==> config.mk <==
export PLATFORM = sky130hd
export DESIGN_NAME = rtg_top
export DESIGN_NICKNAME = d
export VERILOG_FILES = /design/src/rtl/rtg_pkg.sv /design/src/rtl/rtg_regs.sv /design/src/rtl/rtg_counters.sv /design/src/rtl/rtg_outstage.sv /design/src/rtl/rtg_top.sv
export SDC_FILE = /design/constraint.sdc
export NUM_CORES = 1
export LEC_CHECK = 0
export BUFFER_PORTS_ARGS = -buffer_cell sky130_fd_sc_hd__buf_2
export CAP_MARGIN = 30
export CELL_PAD_IN_SITES_DETAIL_PLACEMENT = 2
export CELL_PAD_IN_SITES_GLOBAL_PLACEMENT = 2
export CORE_ASPECT_RATIO = 1.4
export CORE_MARGIN = 2
export CORE_UTILIZATION = 35
export CTS_CLUSTER_DIAMETER = 60
export DETAILED_ROUTE_END_ITERATION = 8
export PLACE_DENSITY_LB_ADDON = 0.3
export SYNTH_ARGS = -nofsm -noshare
export SYNTH_HDL_FRONTEND = slang
export SYNTH_HIERARCHICAL = 1
export SYNTH_SLANG_ARGS = --single-unit
==> constraint.sdc <==
create_clock -name clk -period 1.9 [get_ports clk]
set_input_delay 0.095 -clock clk [delete_from_list [all_inputs] [get_ports clk]]
set_output_delay 0.095 -clock clk [all_outputs]
set_load 0.02 [all_outputs]
==> src/rtl/rtg_pkg.sv <==
package rtg_pkg;
  // limit slots, in the order their addresses follow A_LIM0
  localparam int NLIM    = 9;
  localparam int L_HTOT  = 0;
  localparam int L_HDISP = 1;
  localparam int L_HSS   = 2;
  localparam int L_HSE   = 3;
  localparam int L_VTOT  = 4;
  localparam int L_VDISP = 5;
  localparam int L_VSS   = 6;
  localparam int L_VSE   = 7;
  localparam int L_SHORT = 8;

  // register addresses
  localparam int A_CTRL = 0;
  localparam int A_SYNC = 1;
  localparam int A_DISP = 2;
  localparam int A_LIM0 = 4;

  // bit positions
  localparam int C_EN     = 0;
  localparam int C_REFR   = 1;
  localparam int S_RGB    = 0;
  localparam int S_ALLOFF = 1;
  localparam int S_HINV   = 3;
  localparam int S_VINV   = 4;
  localparam int S_HOFF   = 5;
  localparam int S_VOFF   = 6;
  localparam int D_OFF    = 1;

  typedef struct packed {
    logic rgb;
    logic all_off;
    logic h_inv;
    logic v_inv;
    logic h_off;
    logic v_off;
  } sync_cfg_t;
endpackage

==> src/rtl/rtg_regs.sv <==
module rtg_regs
  import rtg_pkg::*;
#(
  parameter int AW = 4,
  parameter int CW = 12
) (
  input  logic                      clk,
  input  logic                      rst,
  input  logic                      wr_en,
  input  logic [AW-1:0]             wr_addr,
  input  logic [CW-1:0]             wr_data,
  input  logic                      wrap,
  output logic                      en_o,
  output logic                      refresh_o,
  output logic                      disp_off_o,
  output sync_cfg_t                 sync_o,
  output logic [NLIM-1:0][CW-1:0]   lim_o
);
  logic [NLIM-1:0][CW-1:0] pend_q;
  logic                    load;

  // active set follows the pending set while stopped, else only at frame wrap
  assign load = !en_o || wrap;

  always_ff @(posedge clk) begin
    if (rst) begin
      en_o       <= 1'b0;
      refresh_o  <= 1'b0;
      disp_off_o <= 1'b0;
      sync_o     <= '0;
    end else if (wr_en) begin
      if (wr_addr == AW'(A_CTRL)) begin
        en_o      <= wr_data[C_EN];
        refresh_o <= wr_data[C_REFR];
      end
      if (wr_addr == AW'(A_SYNC)) begin
        sync_o.rgb     <= wr_data[S_RGB];
        sync_o.all_off <= wr_data[S_ALLOFF];
        sync_o.h_inv   <= wr_data[S_HINV];
        sync_o.v_inv   <= wr_data[S_VINV];
        sync_o.h_off   <= wr_data[S_HOFF];
        sync_o.v_off   <= wr_data[S_VOFF];
      end
      if (wr_addr == AW'(A_DISP))
        disp_off_o <= wr_data[D_OFF];
    end
  end

  always_ff @(posedge clk) begin
    if (rst) begin
      pend_q <= '0;
      lim_o  <= '0;
    end else begin
      for (int i = 0; i < NLIM; i++) begin
        if (wr_en && wr_addr == AW'(A_LIM0 + i))
          pend_q[i] <= wr_data;
        if (load)
          lim_o[i] <= pend_q[i];
      end
    end
  end
endmodule

==> src/rtl/rtg_counters.sv <==
module rtg_counters #(
  parameter int CW = 12
) (
  input  logic          clk,
  input  logic          rst,
  input  logic          en,
  input  logic [CW-1:0] htot,
  input  logic [CW-1:0] vtot,
  output logic [CW-1:0] h_o,
  output logic [CW-1:0] v_o,
  output logic          wrap_o
);
  logic h_end;

  assign h_end  = (h_o == htot);
  assign wrap_o = en && h_end && (v_o == vtot);

  always_ff @(posedge clk) begin
    if (rst || !en) begin
      h_o <= '0;
      v_o <= '0;
    end else if (h_end) begin
      h_o <= '0;
      v_o <= (v_o == vtot) ? '0 : v_o + CW'(1);
    end else begin
      h_o <= h_o + CW'(1);
    end
  end
endmodule

==> src/rtl/rtg_outstage.sv <==
module rtg_outstage
  import rtg_pkg::*;
#(
  parameter int CW = 12
) (
  input  logic          clk,
  input  logic          rst,
  input  logic          en,
  input  logic          refresh,
  input  logic          disp_off,
  input  sync_cfg_t     cfg,
  input  logic [CW-1:0] h,
  input  logic [CW-1:0] v,
  input  logic [CW-1:0] hdisp,
  input  logic [CW-1:0] vdisp,
  input  logic [CW-1:0] hss,
  input  logic [CW-1:0] hse,
  input  logic [CW-1:0] vss,
  input  logic [CW-1:0] vse,
  input  logic [CW-1:0] short_cmp,
  output logic [CW-1:0] hcount_o,
  output logic [CW-1:0] vcount_o,
  output logic          de_o,
  output logic          hsync_o,
  output logic          vsync_o,
  output logic          prefetch_o,
  output logic          blank_o,
  output logic          sync_rgb_o
);
  localparam int NCH = 2;   // channel 0 horizontal, 1 vertical

  logic [NCH-1:0][CW-1:0] pos, s_beg, s_fin;
  logic [NCH-1:0]         raw, kill, inv, nxt;
  logic                   de_d, pf_d;

  assign pos[0]   = h;
  assign pos[1]   = v;
  assign s_beg[0] = hss;
  assign s_beg[1] = vss;
  assign s_fin[0] = hse;
  assign s_fin[1] = vse;
  assign kill     = {cfg.all_off | cfg.v_off, cfg.all_off | cfg.h_off};
  assign inv      = {cfg.v_inv, cfg.h_inv};

  for (genvar c = 0; c < NCH; c++) begin : g_sync
    assign raw[c] = en && (pos[c] > s_beg[c]) && (pos[c] <= s_fin[c]);
    assign nxt[c] = (raw[c] && !kill[c]) ^ inv[c];
  end

  assign de_d = en && refresh && !disp_off && (h <= hdisp) && (v <= vdisp);
  assign pf_d = en && (h == short_cmp);

  always_ff @(posedge clk) begin
    if (rst) begin
      hcount_o   <= '0;
      vcount_o   <= '0;
      de_o       <= 1'b0;
      hsync_o    <= 1'b0;
      vsync_o    <= 1'b0;
      prefetch_o <= 1'b0;
      blank_o    <= 1'b0;
      sync_rgb_o <= 1'b0;
    end else begin
      hcount_o   <= h;
      vcount_o   <= v;
      de_o       <= de_d;
      hsync_o    <= nxt[0];
      vsync_o    <= nxt[1];
      prefetch_o <= pf_d;
      blank_o    <= disp_off;
      sync_rgb_o <= cfg.rgb;
    end
  end
endmodule

==> src/rtl/rtg_top.sv <==
module rtg_top
  import rtg_pkg::*;
#(
  parameter int AW = 4,
  parameter int CW = 12
) (
  input  logic          clk,
  input  logic          rst,
  input  logic          wr_en,
  input  logic [AW-1:0] wr_addr,
  input  logic [CW-1:0] wr_data,
  output logic [CW-1:0] hcount_o,
  output logic [CW-1:0] vcount_o,
  output logic          de_o,
  output logic          hsync_o,
  output logic          vsync_o,
  output logic          prefetch_o,
  output logic          blank_o,
  output logic          sync_rgb_o
);
  logic                    ctl_en, ctl_refresh, disp_off, wrap;
  sync_cfg_t               sync_cfg;
  logic [NLIM-1:0][CW-1:0] lim_act;
  logic [CW-1:0]           h_cnt, v_cnt, hdisp_a, vdisp_a;

  assign hdisp_a = lim_act[L_HDISP];
  assign vdisp_a = lim_act[L_VDISP];

  rtg_regs #(.AW(AW), .CW(CW)) u_regs (
    .clk(clk), .rst(rst), .wr_en(wr_en), .wr_addr(wr_addr), .wr_data(wr_data),
    .wrap(wrap), .en_o(ctl_en), .refresh_o(ctl_refresh), .disp_off_o(disp_off),
    .sync_o(sync_cfg), .lim_o(lim_act)
  );

  rtg_counters #(.CW(CW)) u_cnt (
    .clk(clk), .rst(rst), .en(ctl_en),
    .htot(lim_act[L_HTOT]), .vtot(lim_act[L_VTOT]),
    .h_o(h_cnt), .v_o(v_cnt), .wrap_o(wrap)
  );

  rtg_outstage #(.CW(CW)) u_out (
    .clk(clk), .rst(rst), .en(ctl_en), .refresh(ctl_refresh), .disp_off(disp_off),
    .cfg(sync_cfg), .h(h_cnt), .v(v_cnt), .hdisp(hdisp_a), .vdisp(vdisp_a),
    .hss(lim_act[L_HSS]), .hse(lim_act[L_HSE]),
    .vss(lim_act[L_VSS]), .vse(lim_act[L_VSE]), .short_cmp(lim_act[L_SHORT]),
    .hcount_o(hcount_o), .vcount_o(vcount_o), .de_o(de_o), .hsync_o(hsync_o),
    .vsync_o(vsync_o), .prefetch_o(prefetch_o), .blank_o(blank_o),
    .sync_rgb_o(sync_rgb_o)
  );
endmodule

### Yosys cells after proc, flatten, opt, wreduce, memory -nomap -nowiden

Index checks and enable logic that the tools add are counted.

* register bits: 279
* output and inout port bits: 30
* word-level logic and storage cells: 97

* add/subtract/negate cells: 2
* order comparisons: 6
* equality and inequality tests: 14
* mux-type cells: 1
* bitwise gates (word level): 4
* reductions and logical operators: 33

Operators by type and width (number)
* <= comparator 12 bit: 4
* == test 12 bit: 3
* adder 12 x 1 -> 12 bit (second input constant): 2
* > comparator 12 bit: 2
* logical AND 1 bit: 22
* == test 4 bit (second input constant): 5
* == test 4 x 3 -> 1 bit (second input constant): 4
* 2-to-1 mux 12 bit: 1
* AND reduction 2 bit: 3
* == test 4 x 1 -> 1 bit (second input constant): 1
* == test 4 x 2 -> 1 bit (second input constant): 1
* zero test 1 bit: 4
* zero test 4 bit: 1
* logical OR 1 bit: 2
* bitwise OR 1 bit: 2
* OR reduction 2 bit: 1
* XOR 1 bit: 2

### Logic depth before layout (Yosys ltp)

* depth after elaboration: 5
* gate-level depth with buffers: 10
* depth with buffers taken out: 8

### Modules after synthesis

The synthesis kept the hierarchy.

Modules (own cells, without submodules)
* rtg_regs: times used 1, cells each 887, area each 8319.2 um^2, seq. area each 4504.3 um^2
* rtg_outstage: times used 1, cells each 333, area each 2801.4 um^2, seq. area each 600.6 um^2
* rtg_counters: times used 1, cells each 147, area each 1353.8 um^2, seq. area each 480.5 um^2

### Worst setup path after synthesis

Ideal clock, no wire load.

* path kind: reg2reg
* start: reg u_cnt.h_o[5]
* end: reg u_regs/lim_o[24] (netlist bit)
* setup time: 70 ps
* arrival: 1955 ps
* data required time: 1830 ps
* slack: -125 ps
* cell stages (with the launch flop): 11
* buffers on the path: 3
* period minus slack after synthesis: 2025 ps
* cells stage by stage: dfxtp_1 xnor2_1 nand4_2 nor3_1 and3_1 nand2b_1 buf_2 buf_2 buf_2 nand2_1 a21oi_1

* cells in the longest elaborated chain, start to end: 4

RTL lines
* from (decl): RTL line rtg_counters.sv:9 `output logic [CW-1:0] h_o,`
* from (signal assigned): RTL line rtg_counters.sv:26 `h_o <= h_o + CW'(1);`
* == test 12 bit: RTL line rtg_counters.sv:15 `assign h_end = (h_o == htot);`
* logical AND 1 bit (2 in series): RTL line rtg_counters.sv:16 `assign wrap_o = en && h_end && (v_o == vtot);`
* named net wrap: RTL line rtg_top.sv:21 `logic ctl_en, ctl_refresh, disp_off, wrap;`
* logical OR 1 bit: RTL line rtg_regs.sv:23 `assign load = !en_o || wrap;`
* to (signal, indexed assignment): RTL line rtg_regs.sv:58 `lim_o[i] <= pend_q[i];`
* to (decl): RTL line rtg_regs.sv:17 `output logic [NLIM-1:0][CW-1:0] lim_o`

The timed path passes the listed nets, and every way through them passes these cells.
A chain may end at the register's enable or synchronous reset.

### Final worst setup path

* start: reg u_regs/lim_o[48] (netlist bit)
* end: reg u_regs/lim_o[102] (netlist bit)

* cells in the longest elaborated chain, start to end: 3

RTL lines (RTL line)
* == test 12 bit: rtg_counters.sv:16
* logical AND 1 bit: rtg_counters.sv:16
* named net wrap: rtg_top.sv:21
* logical OR 1 bit: rtg_regs.sv:23

The timed path passes the listed nets, and every way through them passes these cells.

==> impl_metrics.py <==
metrics = {
    "cells_and_area": {
        "final_area_um2": 17420,
        "syn_to_final_growth_pct": 39.61,
        "finish.utilization_pct": 49.66,
        "nNetsFinal": 1634,
        "nFillCells": 3528,
        "drive_above_1_share_pct": 37.20,
    },
    "worst_setup_path": {
        "critPathArrivalTime_ps": 2940,
        "start_kind": "register",
        "critical_path.max_fanout": 16,
        "crit_required_ps": 2440,
        "critPathSlowestCell": "dfxtp_1",
        "reg2reg_depth": 10,
        "worstPathCellList": "xnor2_1 > nand4_1 > buf_4 > nor3_2 > and3_4 > nand2b_4 > buf_4 > buf_12 > nand2_1 > a21oi_1",
        "reg2reg_from": "u_regs/lim_o[48]",
        "reg2reg_slack_ps": -500,
        "crit_buf_inv": 3,
        "reg2reg_to": "u_regs/lim_o[102]",
        "crit_top_cell": "buf_4",
        "crit_path_end_kind": "register",
        "critPathKind": "reg -> reg",
        "cpPeakStageDelay_ps": 360,
        "cp.depth": 10,
        "crit_family": "simple AND/OR/NAND/NOR gates",
    },
    "floorplan": {
        "initial_utilization_pct": 35.57,
        "core_region_area_um2": 35070,
        "num_io_pins": 49,
        "die_y_um": 227.4,
        "core.rowCount": 81,
        "floorplan.die_area_um2": 37190,
        "die_x_um": 163.6,
    },
    "synth": {
        "synth-simple-area-share_pct": 20.67,
        "ys_warn_count": 6,
        "synthArstFlopShare_pct": 0,
        "synth_top_family_by_area": "simple AND/OR/NAND/NOR gates",
        "ys_ff_latch": 279,
        "synth_area_leaders": "dfxtp_1 (45%), mux2i_1 (9.4%), ha_1 (7.4%), nand2_1 (7.1%), nand2b_1 (6.8%)",
        "ys_seq_area_share_pct": 44.77,
        "synth_cell_types": 48,
        "synth.top_cells.by_count": "dfxtp_1 (279), nand2_1 (237), nand2b_1 (135), a21oi_1 (133), mux2i_1 (117)",
        "syn-instance-count": 1367,
        "synth_adder_area_share_pct": 7.422,
        "synth_compound_area_share_pct": 9.188,
        "yosysTopAreaCell": "dfxtp_1",
        "synthFlopType": "dfxtp_1",
        "synth_most_common_cell": "dfxtp_1",
        "synth_edf_count": 0,
        "synth_nets": 1460,
        "syn_avg_cell_area_um2": 9.125,
        "synthMuxAreaShare_pct": 9.478,
        "synth-xor-area-share_pct": 3.230,
        "yosys.area.top_type_share_pct": 44.77,
        "mappedNetlistArea_um2": 12470,
    },
    "global_routing": {
        "overflow": 0,
        "grt_max_degree": 86,
        "grt_pass1_wl_um": 73890,
        "grt_pass1_vias": 12290,
        "grt_use_total_pct": 26.61,
        "antenna_found_initial": 1,
    },
    "routing": {
        "first_pass_iters": 4,
        "wirelength_um": 59890,
        "vias_per_cell": 5.536,
        "drc_errors": 0,
        "drt_iter0_drc": 573,
        "wl_per_cell_um": 29.71,
        "detail-route-antenna-nets": 0,
        "vias": 11160,
    },
    "clocking": {
        "clk_path_buf_depth": 3,
        "cts.sinks": 279,
        "ctsHtreeMaxLevel": 1,
        "worstSkewPairLatency_ps": 620,
        "cts_made_buffers": 30,
        "clkTransAtPathRegs_ps": 70,
        "cts_tree": "done",
        "clockRootBuffer": "clkbuf_16",
    },
    "hold_path": {
        "min_to": "u_regs/pend_q[19]",
        "hold_path.class": "in -> reg",
        "hp-start": "wr_data[7]",
        "whs_path_depth": 4,
    },
    "timing": {
        "final.setup.worst_slack_ps": -499.8,
        "max_freq_ghz": 0.4167,
        "rsz0062_at_grt": "yes",
        "finalSetupViolations": 135,
        "relSlewSlack_pct": 61.36,
        "tns_ps": -51980,
        "period_share_pct": 126.3,
        "fin_hold_ws_ps": 11.26,
        "tightest_slew_ps": 577.1,
        "fin_skew_ps": 51.89,
        "period_minus_slack_ps": 2400,
        "drv_slew": 0,
        "hold_viol_final": 0,
    },
    "placement": {
        "place_area_um2": 13920,
        "place_congestion": 0.8320,
        "port_buffers": 48,
        "place_hpwl_um": 28080,
    },
    "pwr": {
        "peakVddDrop_mv": 0.7136,
        "total_power_w": 0.01239,
        "power_density_nw_per_um2": 711.5,
        "leakage_nw": 7.717,
    },
    "job": {
        "max_cap_violations": 0,
    },
    "outcome": {
        "outcome": "complete, but fails checks",
        "violations": "setup timing",
    },
}
-- metal layers --
layer | share of wire, % | wire length [µm] | vias up | track usage [%]
met5 | 0 | 0 | - | 0
met4 | 7.2 | 4339 | 0 | 13.53
met3 | 3.5 | 2120 | 222 | 3.115
met2 | 54 | 32080 | 374 | 52.18
met1 | 36 | 21350 | 5671 | 27.42
li1 | - | - | 4894 | -
-- cells in the final DEF (no fill, tap or decap), types with 11 or more instances in the layout --
| cell | instances |
|---|---|
| a21oi_1 | 47 |
| buf_4 | 104 |
| dfxtp_2 | 11 |
| buf_12 | 18 |
| dfxtp_1 | 251 |
| nand2b_1 | 134 |
| xnor2_1 | 25 |
| nand2_2 | 59 |
| nand4_1 | 25 |
| clkbuf_16 | 37 |
| buf_6 | 21 |
| mux2i_1 | 117 |
| nor2_1 | 19 |
| a21oi_2 | 90 |
| nand2_1 | 101 |
| ha_4 | 18 |
| ha_1 | 55 |
| a22o_1 | 11 |
| nor2b_1 | 38 |
| nand2_4 | 77 |
| xnor2_2 | 11 |
| buf_2 | 47 |
| dfxtp_4 | 17 |
| inv_1 | 66 |
-- sequential cells by signal, summed over array words and instances (netlist names) --
signal	cells
u_out/blank_o	1
u_out/de_o	1
u_regs/sync_o	6
u_out/sync_rgb_o	1
u_out/hcount_o	12
u_out/vcount_o	12
u_cnt/h_o	12
u_regs/pend_q	108
u_cnt/v_o	12
u_out/hsync_o	1
u_regs/refresh_o	1
u_regs/en_o	1
u_regs/disp_off_o	1
u_regs/lim_o	108
u_out/prefetch_o	1
u_out/vsync_o	1
-- worst reg2reg max path, stage by stage (launching register included) --
cell,delay [ps]
dfxtp_1,360
xnor2_1,270
nand4_1,170
buf_4,190
nor3_2,240
and3_4,280
nand2b_4,220
buf_4,160
buf_12,140
nand2_1,90
a21oi_1,190
-- power by group --
group	internal, W	switching [W]
sequential	0.00587	0.0000488
clock	0.00311	0.00267
combinational	0.000260	0.000436
-- how the worst max path moves through the flow --
stage | startpoint | to
2_1_floorplan | u_cnt/h_o[1] | u_regs/lim_o[24]
3_3_place_gp | u_cnt/h_o[9] | u_out/hsync_o
3_5_place_dp | u_cnt/v_o[11] | u_regs/lim_o[97]
4_1_cts | u_cnt/v_o[11] | u_regs/lim_o[21]
5_1_grt | u_regs/lim_o[48] | u_regs/lim_o[24]
6_report | u_regs/lim_o[48] | u_regs/lim_o[102]
-- repair_timing --
action	4_1_cts	5_1_grt
pin swaps	93	119
hold buffers	10	0
setup endpoints to repair	123	135
gates resized for setup	186	268
setup buffers	37	5
cloned	16	9
hold endpoints to repair	25	0
-- stage by stage --
stage | instances | setup slack, ps
finish | 2016 | -499.8
global route | 2015 | -527.8
CTS | 2012 | -209.9
detailed placement | 1904 | -314.1
global placement | 1904 | -270.8
floorplan | 1367 | -34.99
-- logic make-up (layout without fill, tap and decap cells) --
family | count (synthesis) | count (layout)
other | 0 | 1
muxes | 118 | 118
DFF | 279 | 279
buffers and inverters | 148 | 339
and+or+nand+nor | 508 | 509
xor gates and xnor gates | 46 | 46
AOI/OAI and AO/OA | 194 | 194
adders and majority gates | 74 | 74
-- area by class of cell --
class                      instances  area (µm²)  share of cell area [%]
tap                              456       570.5                   3.276
multi-input combinational        941        7797                   44.77
antenna                            1       2.502                 0.01437
timing repair buffer             220        2208                   12.68
clock buffer                      38       800.8                   4.598
sequential                       279        5663                   32.52
clock inverter                    12       113.9                  0.6538
inverter                          69       259.0                   1.487
Power figures use the tool's default switching activity.
